## src/rtl/det_stream_pkg.sv

```systemverilog
package det_stream_pkg;

  typedef enum logic [1:0] {ST_IDLE, ST_HDR, ST_DET} strm_state_t;

  localparam int HDR_BYTES = 9;

  // Header byte at position idx; 16-bit fields go high byte first.
  function automatic logic [7:0] hdr_byte(
    input logic [3:0]  idx,
    input logic [7:0]  sof,
    input logic [7:0]  ver,
    input logic [5:0]  flags,
    input logic [15:0] fnum,
    input logic [15:0] nrng,
    input logic [15:0] ndop
  );
    logic [7:0] b;
    case (idx)
      4'd0:    b = sof;
      4'd1:    b = ver;
      4'd2:    b = {2'b00, flags};
      4'd3:    b = fnum[15:8];
      4'd4:    b = fnum[7:0];
      4'd5:    b = nrng[15:8];
      4'd6:    b = nrng[7:0];
      4'd7:    b = ndop[15:8];
      4'd8:    b = ndop[7:0];
      default: b = 8'h00;
    endcase
    return b;
  endfunction

  // Place a 2-bit code in lane 0..3; lane 0 is the top two bits.
  function automatic logic [7:0] lane_place(input logic [1:0] code, input logic [1:0] lane);
    logic [7:0] v;
    v = {code, 6'b000000};
    return v >> {lane, 1'b0};
  endfunction

endpackage

```

## src/rtl/det_frame_snapshot.sv

```systemverilog
module det_frame_snapshot #(
  parameter int FNUM_W = 16
) (
  input  logic        clk,
  input  logic        rst_n,
  input  logic        start,
  input  logic        frame_end,
  input  logic        busy,
  input  logic [2:0]  subframe_en,
  input  logic [2:0]  stream_en,
  output logic [5:0]  flags_q,
  output logic [15:0] fnum16
);
  logic [FNUM_W-1:0] fnum_q;

  always_ff @(posedge clk) begin
    if (!rst_n) begin
      flags_q <= '0;
      fnum_q  <= '0;
    end else begin
      if (start)     flags_q <= {subframe_en, stream_en};
      if (frame_end) fnum_q  <= fnum_q + 1'b1;
    end
  end

  always_comb begin
    fnum16 = '0;
    fnum16[FNUM_W-1:0] = fnum_q;
  end

  // captured flags do not move during an active frame
  a_r5_snap_hold: assert property (@(posedge clk) disable iff (!rst_n)
    busy && $past(busy) |-> $stable(flags_q));

endmodule

```

## src/rtl/det_code_packer.sv

```systemverilog
module det_code_packer #(
  parameter int CELLS = 24576
) (
  input  logic       clk,
  input  logic       rst_n,
  input  logic       active,
  input  logic       det_valid,
  input  logic [1:0] det_code,
  output logic       det_ready,
  input  logic       byte_taken,
  output logic [7:0] byte_data,
  output logic       byte_full,
  output logic       frame_end
);
  import det_stream_pkg::*;

  localparam int BYTES  = (CELLS + 3) / 4;
  localparam int CELL_W = $clog2(CELLS + 1);
  localparam int BYTE_W = $clog2(BYTES + 1);
  localparam logic [CELL_W-1:0] LAST_CELL = CELL_W'(CELLS - 1);
  localparam logic [CELL_W-1:0] ALL_CELLS = CELL_W'(CELLS);
  localparam logic [BYTE_W-1:0] LAST_BYTE = BYTE_W'(BYTES - 1);

  logic [7:0]        acc;
  logic [1:0]        lane;
  logic [CELL_W-1:0] cell_cnt;
  logic [BYTE_W-1:0] byte_cnt;
  logic              accept;
  logic              last_cell;

  assign det_ready = active && !byte_full;
  assign accept    = det_valid && det_ready;
  assign last_cell = (cell_cnt == LAST_CELL);
  assign byte_data = acc;
  assign frame_end = byte_taken && (byte_cnt == LAST_BYTE);

  always_ff @(posedge clk) begin
    if (!rst_n) begin
      acc       <= '0;
      lane      <= '0;
      byte_full <= 1'b0;
      cell_cnt  <= '0;
      byte_cnt  <= '0;
    end else if (byte_taken) begin
      acc       <= '0;
      lane      <= '0;
      byte_full <= 1'b0;
      if (frame_end) begin
        cell_cnt <= '0;
        byte_cnt <= '0;
      end else begin
        byte_cnt <= byte_cnt + 1'b1;
      end
    end else if (accept) begin
      acc      <= acc | lane_place(det_code, lane);
      lane     <= lane + 1'b1;
      cell_cnt <= cell_cnt + 1'b1;
      if (lane == 2'd3 || last_cell) byte_full <= 1'b1;
    end
  end

  // the last byte leaves only after every cell was consumed
  a_r9_all_cells_in: assert property (@(posedge clk) disable iff (!rst_n)
    frame_end |-> cell_cnt == ALL_CELLS);

endmodule

```

## src/rtl/det_frame_streamer.sv

```systemverilog
module det_frame_streamer #(
  parameter int         NUM_RANGE   = 512,
  parameter int         NUM_DOPPLER = 48,
  parameter int         FNUM_W      = 16,
  parameter logic [7:0] SOF_MARK    = 8'hA5,
  parameter logic [7:0] PROTO_VER   = 8'h02
) (
  input  logic       clk,
  input  logic       rst_n,
  input  logic       frame_done,
  input  logic [2:0] subframe_en,
  input  logic [2:0] stream_en,
  input  logic       det_valid,
  output logic       det_ready,
  input  logic [1:0] det_code,
  output logic       out_valid,
  input  logic       out_ready,
  output logic [7:0] out_data
);
  import det_stream_pkg::*;

  localparam int          CELLS  = NUM_RANGE * NUM_DOPPLER;
  localparam logic [15:0] NR16   = 16'(NUM_RANGE);
  localparam logic [15:0] ND16   = 16'(NUM_DOPPLER);
  localparam logic [3:0]  HDR_LAST = 4'(HDR_BYTES - 1);

  strm_state_t state;
  logic [3:0]  hdr_idx;
  logic        start;
  logic        busy;
  logic        fire;
  logic        frame_end;
  logic [5:0]  flags_q;
  logic [15:0] fnum16;
  logic [7:0]  pk_byte;
  logic        pk_full;

  assign start = frame_done && (state == ST_IDLE);
  assign busy  = (state != ST_IDLE);
  assign fire  = out_valid && out_ready;

  det_frame_snapshot #(.FNUM_W(FNUM_W)) u_snap (
    .clk(clk), .rst_n(rst_n), .start(start), .frame_end(frame_end), .busy(busy),
    .subframe_en(subframe_en), .stream_en(stream_en),
    .flags_q(flags_q), .fnum16(fnum16)
  );

  det_code_packer #(.CELLS(CELLS)) u_pack (
    .clk(clk), .rst_n(rst_n), .active(state == ST_DET),
    .det_valid(det_valid), .det_code(det_code), .det_ready(det_ready),
    .byte_taken(fire && state == ST_DET), .byte_data(pk_byte),
    .byte_full(pk_full), .frame_end(frame_end)
  );

  always_comb begin
    out_valid = 1'b0;
    out_data  = 8'h00;
    case (state)
      ST_HDR: begin
        out_valid = 1'b1;
        out_data  = hdr_byte(hdr_idx, SOF_MARK, PROTO_VER, flags_q, fnum16, NR16, ND16);
      end
      ST_DET: begin
        out_valid = pk_full;
        out_data  = pk_byte;
      end
      default: ;
    endcase
  end

  always_ff @(posedge clk) begin
    if (!rst_n) begin
      state   <= ST_IDLE;
      hdr_idx <= '0;
    end else begin
      case (state)
        ST_IDLE: if (start) begin
          state   <= ST_HDR;
          hdr_idx <= '0;
        end
        ST_HDR: if (fire) begin
          if (hdr_idx == HDR_LAST) state <= ST_DET;
          hdr_idx <= hdr_idx + 1'b1;
        end
        ST_DET: if (frame_end) state <= ST_IDLE;
        default: state <= ST_IDLE;
      endcase
    end
  end

  // a held byte stays offered and unchanged
  a_r10_hold_stable: assert property (@(posedge clk) disable iff (!rst_n)
    out_valid && !out_ready |=> out_valid && $stable(out_data));

  // no detection code is taken while the header goes out
  a_r10_no_det_in_hdr: assert property (@(posedge clk) disable iff (!rst_n)
    (state == ST_HDR) |-> !det_ready);

endmodule

```

## config.mk

```make
export PLATFORM = sky130hd
export DESIGN_NAME = det_frame_streamer
export DESIGN_NICKNAME = d
export VERILOG_FILES = /design/src/rtl/det_stream_pkg.sv /design/src/rtl/det_frame_snapshot.sv /design/src/rtl/det_code_packer.sv /design/src/rtl/det_frame_streamer.sv
export SDC_FILE = /design/constraint.sdc
export NUM_CORES = 1
export LEC_CHECK = 0
export BUFFER_PORTS_ARGS = -buffer_cell sky130_fd_sc_hd__buf_4
export CAP_MARGIN = 20
export CORE_ASPECT_RATIO = 0.5
export CORE_MARGIN = 1
export CORE_UTILIZATION = 50
export DETAILED_ROUTE_END_ITERATION = 6
export PLACE_DENSITY = 0.72
export SYNTH_ARGS = -nofsm -noshare
export SYNTH_HDL_FRONTEND = slang
export SYNTH_SLANG_ARGS = --single-unit
```

## constraint.sdc

```tcl
create_clock -name clk -period 3 [get_ports clk]
set_input_delay 0.9 -clock clk [delete_from_list [all_inputs] [get_ports clk]]
set_output_delay 0.9 -clock clk [all_outputs]
set_load 0.02 [all_outputs]
```

# Yosys cells after proc, flatten, opt, wreduce, memory -nomap -nowiden

Index checks and enable logic that the tools add are counted.

$add $sub $neg: 5
Equal/unequal tests: 16
Shift operators: 1
Mux-type cells: 15
Bitwise operators: 2
Reduce and logical (&&, ||, !) cells: 18

Operator list:

| operator                                      | count |
|---|---|
| one-hot mux 8 bit (6 select lines)            | 1 |
| two-way mux 15 bit                            | 3 |
| adder 16 x 1 -> 16 bit, second input constant | 1 |
| one-hot mux 8 bit (2 select lines)            | 1 |
| adder 15 x 1 -> 15 bit, second input constant | 1 |
| == test 15 bit, second input constant         | 1 |
| adder 13 x 1 -> 13 bit, second input constant | 1 |
| == test 13 bit, second input constant         | 1 |
| two-way mux 13 bit                            | 1 |
| != test 2 bit, second input constant          | 5 |
| == test 4 x 2 -> 1 bit, second input constant | 2 |
| == test 4 x 3 -> 1 bit, second input constant | 2 |
| two-way mux 2 bit                             | 4 |
| two-way mux 4 bit                             | 2 |
| bitwise OR 8 bit                              | 1 |
| one-hot mux 4 bit (2 select lines)            | 1 |
| >> shifter 8 x 3 -> 8 bit                     | 1 |
| logical AND 1 bit                             | 6 |
| one-hot mux 2 bit (3 select lines)            | 1 |
| adder 4 x 1 -> 4 bit, second input constant   | 1 |
| == test 2 bit, second input constant          | 2 |
| == test 4 x 1 -> 1 bit, second input constant | 1 |
| == test 4 bit, second input constant          | 1 |
| zero test 4 bit                               | 1 |
| other kinds (12)                              | 15 |

Register bits after elaboration: 67
Bits of input ports: 13
Output and inout bits: 10
Word-level logic and storage cells: 66

# Depth between registers and ports, before layout

Depth in word-level cells: 7
Mapped depth: 9
Mapped depth without buffers: 7

# Hierarchy

From an unflattened synthesis, not the netlist that was laid out.

Cell total of the unflattened synthesis: 413
Area total of the unflattened synthesis: 3,769.9 sq um

Modules (own cells, without submodules):

| module             | times used | cells each | area each (sq um) | sequential area each (sq um) |
|---|---|---|---|---|
| det_code_packer    | 1          | 209        | 1,895.6           | 780.7 |
| det_frame_snapshot | 1          | 103        | 1,053.5           | 440.4 |
| det_frame_streamer | 1          | 101        | 820.8             | 120.1 |

# Least setup slack after synthesis

Ideal clock, no wire load.

Path kind: register -> output
Start: register hdr_idx[0]
End: output port out_data[0]
Arrival time: 1.705 ns
Slack: 0.395 ns
Stages on the path, launching flop included: 7
Buffers on the path: 1
Cell sequence: dfxtp_1 -> ha_1 -> clkbuf_1 -> nor2b_1 -> a211oi_1 -> a211oi_1 -> a22o_1

Longest elaborated chain between the ends: 4

RTL lines:

| what                                                                    | line                     | RTL |
|---|---|---|
| from (decl)                                                             | det_frame_streamer.sv:28 | `logic [3:0] hdr_idx;` |
| from (signal assigned)                                                  | det_frame_streamer.sv:83 | `hdr_idx <= hdr_idx + 1'b1;` |
| == test 4 x 3 -> 1 bit / == test 4 x 1 -> 1 bit (equally long branches) | det_stream_pkg.sv:18     | `case (idx)` |
| OR reduction 2 bit (no line)                                            | n/a                      |  |
| one-hot mux 8 bit (6 select lines) (*)                                  | det_stream_pkg.sv:18     |  |
| one-hot mux 8 bit (2 select lines) (*)                                  | det_frame_streamer.sv:58 | `case (state)` |
| to (decl)                                                               | det_frame_streamer.sv:18 | `output logic [7:0] out_data` |

Mark *: on every way between the ends. The rest lies on a longest branch, timed or not.

# Worst setup path in the final report

Start: register hdr_idx[0]
End: output port out_data[7]

Same word-level chain as after synthesis.

==> results.sh <==
export IMPL_worst_pin_slew_ns=0.517
export IMPL_diodes=0
export IMPL_grt_max_degree=27
export IMPL_timing_slew_headroom=0.653
export IMPL_power_density_mw_per_mm2=599
export IMPL_reg2reg_to="u_snap.fnum16[13]"
export IMPL_wl_met3_um=397
export IMPL_synth_fa_ha_area_frac=0.0503
export IMPL_ios=23
export IMPL_synth_edf_count=0
export IMPL_yosysWarnings=0
export IMPL_crit_buf_inv=2
export IMPL_synth_xor_area_frac=0.0654
export IMPL_rows=21
export IMPL_numPortBuffers=22
export IMPL_dr_pass1_iters=7
export IMPL_r2r_start="state[0]"
export IMPL_wirelength_mm=8.35
export IMPL_multi_input_area_mm2=0.00204
export IMPL_cts_tree="built"
export IMPL_leakage_nw=1.49
export IMPL_synthesis_area_mm2=0.00348
export IMPL_hp_class="flip-flop to flip-flop"
export IMPL_p_switching_uw=684
export IMPL_clock_skew_ns=0.00709
export IMPL_hold_viol=0
export IMPL_overflow=0
export IMPL_outcome="finished, violations left"
export IMPL_crit_chain="inv_1 -> ha_2 -> a211oi_4 -> o22ai_1 -> nor2b_1 -> a32o_1 -> buf_4"
export IMPL_synth_area_mux_share=0.0205
export IMPL_antenna_found_initial=0
export IMPL_antenna_left=0
export IMPL_maxCapViolCount=0
export IMPL_synth_top_cell_by_area="dfxtp_1"
export IMPL_fin_util=0.601
export IMPL_worstPathArrival_ns=2.01
export IMPL_grt_pass1_wl_mm=13.5
export IMPL_hold_buffers=0
export IMPL_power_frac_seq=0.397
export IMPL_internal_power_mw=1.73
export IMPL_critPathLaunch="hdr_idx[0]"
export IMPL_wire_per_inst_um=15.7
export IMPL_ir_worst_vdd_mv=0.280
export IMPL_clkPwrFrac=0.407
export IMPL_synth_main_ff_cell="dfxtp_1"
export IMPL_cp_top_family="compound AO/OA/AOI/OAI gates"
export IMPL_nNetsFinal=462
export IMPL_async_flop_share=0
export IMPL_violations="DRC"
export IMPL_syn_to_final_growth_pct=15.6
export IMPL_dp_hpwl_mm=5.89
export IMPL_clock_path_buffers=2
export IMPL_endpoint="out_data[7]"
export IMPL_cts_clk_slew_worst_paths_ns=0.05
export IMPL_drc=1
export IMPL_drv_slew=0
export IMPL_clkSinkCount=67
export IMPL_setup_tns_ns=0
export IMPL_avgSynthCellArea_um2=8.27
export IMPL_avgViaCountPerCell=5.95
export IMPL_fill_cells=601
export IMPL_rsz0062_at_grt="true"
export IMPL_end_kind="output pin"
export IMPL_post_synth_and_or_nand_nor_area_fraction=0.277
export IMPL_synth_cell_type_count=52
export IMPL_gp_congestion=0.823
export IMPL_path_depth=7
export IMPL_fin_ws_ns=0.0945
export IMPL_synth_fp_nets=448
export IMPL_synth_compound_gate_area_share=0.162
export IMPL_grt_total_usage=0.243
export IMPL_wl_met1_mm=3.89
export IMPL_synthMostInstantiatedCell="dfxtp_1"
export IMPL_synth_top_family_by_area="simple AND/OR/NAND/NOR gates"
export IMPL_fp_dieH_um=61.0
export IMPL_p_total_mw=2.41
export IMPL_synthTopCellsByCount="dfxtp_1, nor2_1, nand2_1"
export IMPL_first_global_vias=2818
export IMPL_cp_required_ns=2.10
export IMPL_place_ws_ns=0.129
export IMPL_combPwrFrac=0.196
export IMPL_fin_crit_sh=0.969
export IMPL_post_route_min_period_ns=2.91
export IMPL_register_area_mm2=0.00134
export IMPL_ys_seq_area_frac=0.385
export IMPL_met2WireLength_mm=3.98
export IMPL_swShare=0.284
export IMPL_cts_root_buffer_cell="clkbuf_16"
export IMPL_clk_latency_ns=0.34
export IMPL_routed_top_layer="met4"
export IMPL_fmax_mhz=344
export IMPL_syn_inst=421
export IMPL_worstSetupStartpointType="flip-flop"
export IMPL_crit_slowest_cell="dfxtp_2"
export IMPL_drive_gt1_frac=0.125
export IMPL_core_mm2=0.00670
export IMPL_die_area_mm2=0.00732
export IMPL_vias=3162
export IMPL_synth_top_area_share=0.385
export IMPL_numCtsBuffers=9
export IMPL_critPathMaxStageDelay_ns=0.38
export IMPL_drt_iter0_drc=276
export IMPL_setup_viol=0
export IMPL_die_x_um=120
export IMPL_synth_seq_cells=67
export IMPL_ff2ff_setup_slack_ns=0.56
export IMPL_worst_setup_path_type="flip-flop to output pin"
export IMPL_synth_area_top_cells="dfxtp_1, ha_1, nor2_1"
export IMPL_start_util=0.519
export IMPL_htreeDepth=3
export IMPL_worst_path_max_fanout=8
export IMPL_r2r_cells=8
-- through the flow --
step / instance area [um^2] / hold WS, ns / cells
after floorplan: 3480 / 0.432 / 421
after global placement: 3690 / 0.447 / 515
after detailed placement: 3690 / 0.455 / 515
after CTS: 3990 / 0.463 / 530
after global routing: 4020 / 0.481 / 531
final: 4020 / 0.461 / 531
-- what timing repair did --
item | in CTS | in global routing
gates cloned | 0 | 0
hold endpoints to repair | 0 | 0
buffers inserted | 0 | 1
pin swaps | 0 | 2
endpoints found under the setup margin | 6 | 8
gates resized for setup | 4 | 6
-- cell usage in the layout, fill, tap and decap left out, drive strengths merged, types with 5 or more instances in the layout --
master | synthesis | final
xnor2 | 18 | 18
dfxtp | 67 | 67
nor4 | 8 | 8
nand3 | 32 | 32
nand2 | 42 | 42
and3 | 8 | 8
and2 | 5 | 5
o21ai | 15 | 15
nand4 | 20 | 20
inv | 7 | 7
mux2i | 6 | 6
clkbuf | 19 | 13
a22o | 7 | 7
a31oi | 6 | 6
and4 | 6 | 6
o31ai | 5 | 5
buf | 6 | 28
a21oi | 25 | 25
nor2 | 45 | 45
nor2b | 7 | 7
nand2b | 5 | 5
ha | 14 | 14
xor2 | 8 | 8
-- area by class of cell --
cell class / instances / share of cell area
well taps: 92 / 0.0286
repair buffers: 28 / 0.0522
inverters: 8 / 0.00746
flip-flops and latches: 67 / 0.334
clock inverters: 2 / 0.00249
multi-input cells: 321 / 0.508
clock buffers: 13 / 0.0672
-- state kept, by name, summed over array words and instances (netlist names) --
register,count
u_snap.fnum16,16
u_pack.cell_cnt,15
u_pack.byte_cnt,13
u_pack.byte_data,8
u_snap.flags_q,6
hdr_idx,4
state,2
u_pack.lane,2
u_pack.byte_full,1
-- cells by family (layout without fill, tap and decap cells) --
family                     Yosys count  in the layout
muxes                                7              7
adders and majority gates           14             14
and+or+nand+nor                    188            188
DFF                                 67             67
AOI/OAI and AO/OA                   86             86
xor gates and xnor gates            26             26
buffers and inverters               33             51
-- how the worst min path moves through the flow --
| stage | from | endpoint | slack, ns | depth (start not counted) |
|---|---|---|---|---|
| after global placement | u_pack.byte_data[2] | u_pack.byte_data[2] | 0.45 | 2 |
| after global routing | u_pack.cell_cnt[12] | u_pack.cell_cnt[12] | 0.48 | 1 |
| after CTS | u_pack.cell_cnt[12] | u_pack.cell_cnt[12] | 0.46 | 1 |
| after detailed placement | u_pack.cell_cnt[12] | u_pack.cell_cnt[12] | 0.46 | 1 |
| final | u_pack.cell_cnt[12] | u_pack.cell_cnt[12] | 0.46 | 1 |
| after floorplan | u_pack.cell_cnt[12] | u_pack.cell_cnt[12] | 0.43 | 1 |
-- power by group through the flow --
stage	logic, mW	clock network, mW	registers (mW)
CTS	0.455	0.996	0.952
global placement	0.434	0	0.966
detailed placement	0.444	0	0.969
global route	0.525	1.04	0.961
floorplan	0.316	0	0.960
finish	0.472	0.981	0.957
-- layer usage --
layer,GRT usage,up-vias
met5,0,-
met4,0.0929,0
li1,-,1544
met1,0.308,1521
met2,0.403,84
met3,0.0667,13
(Power assumes the default switching activity.)
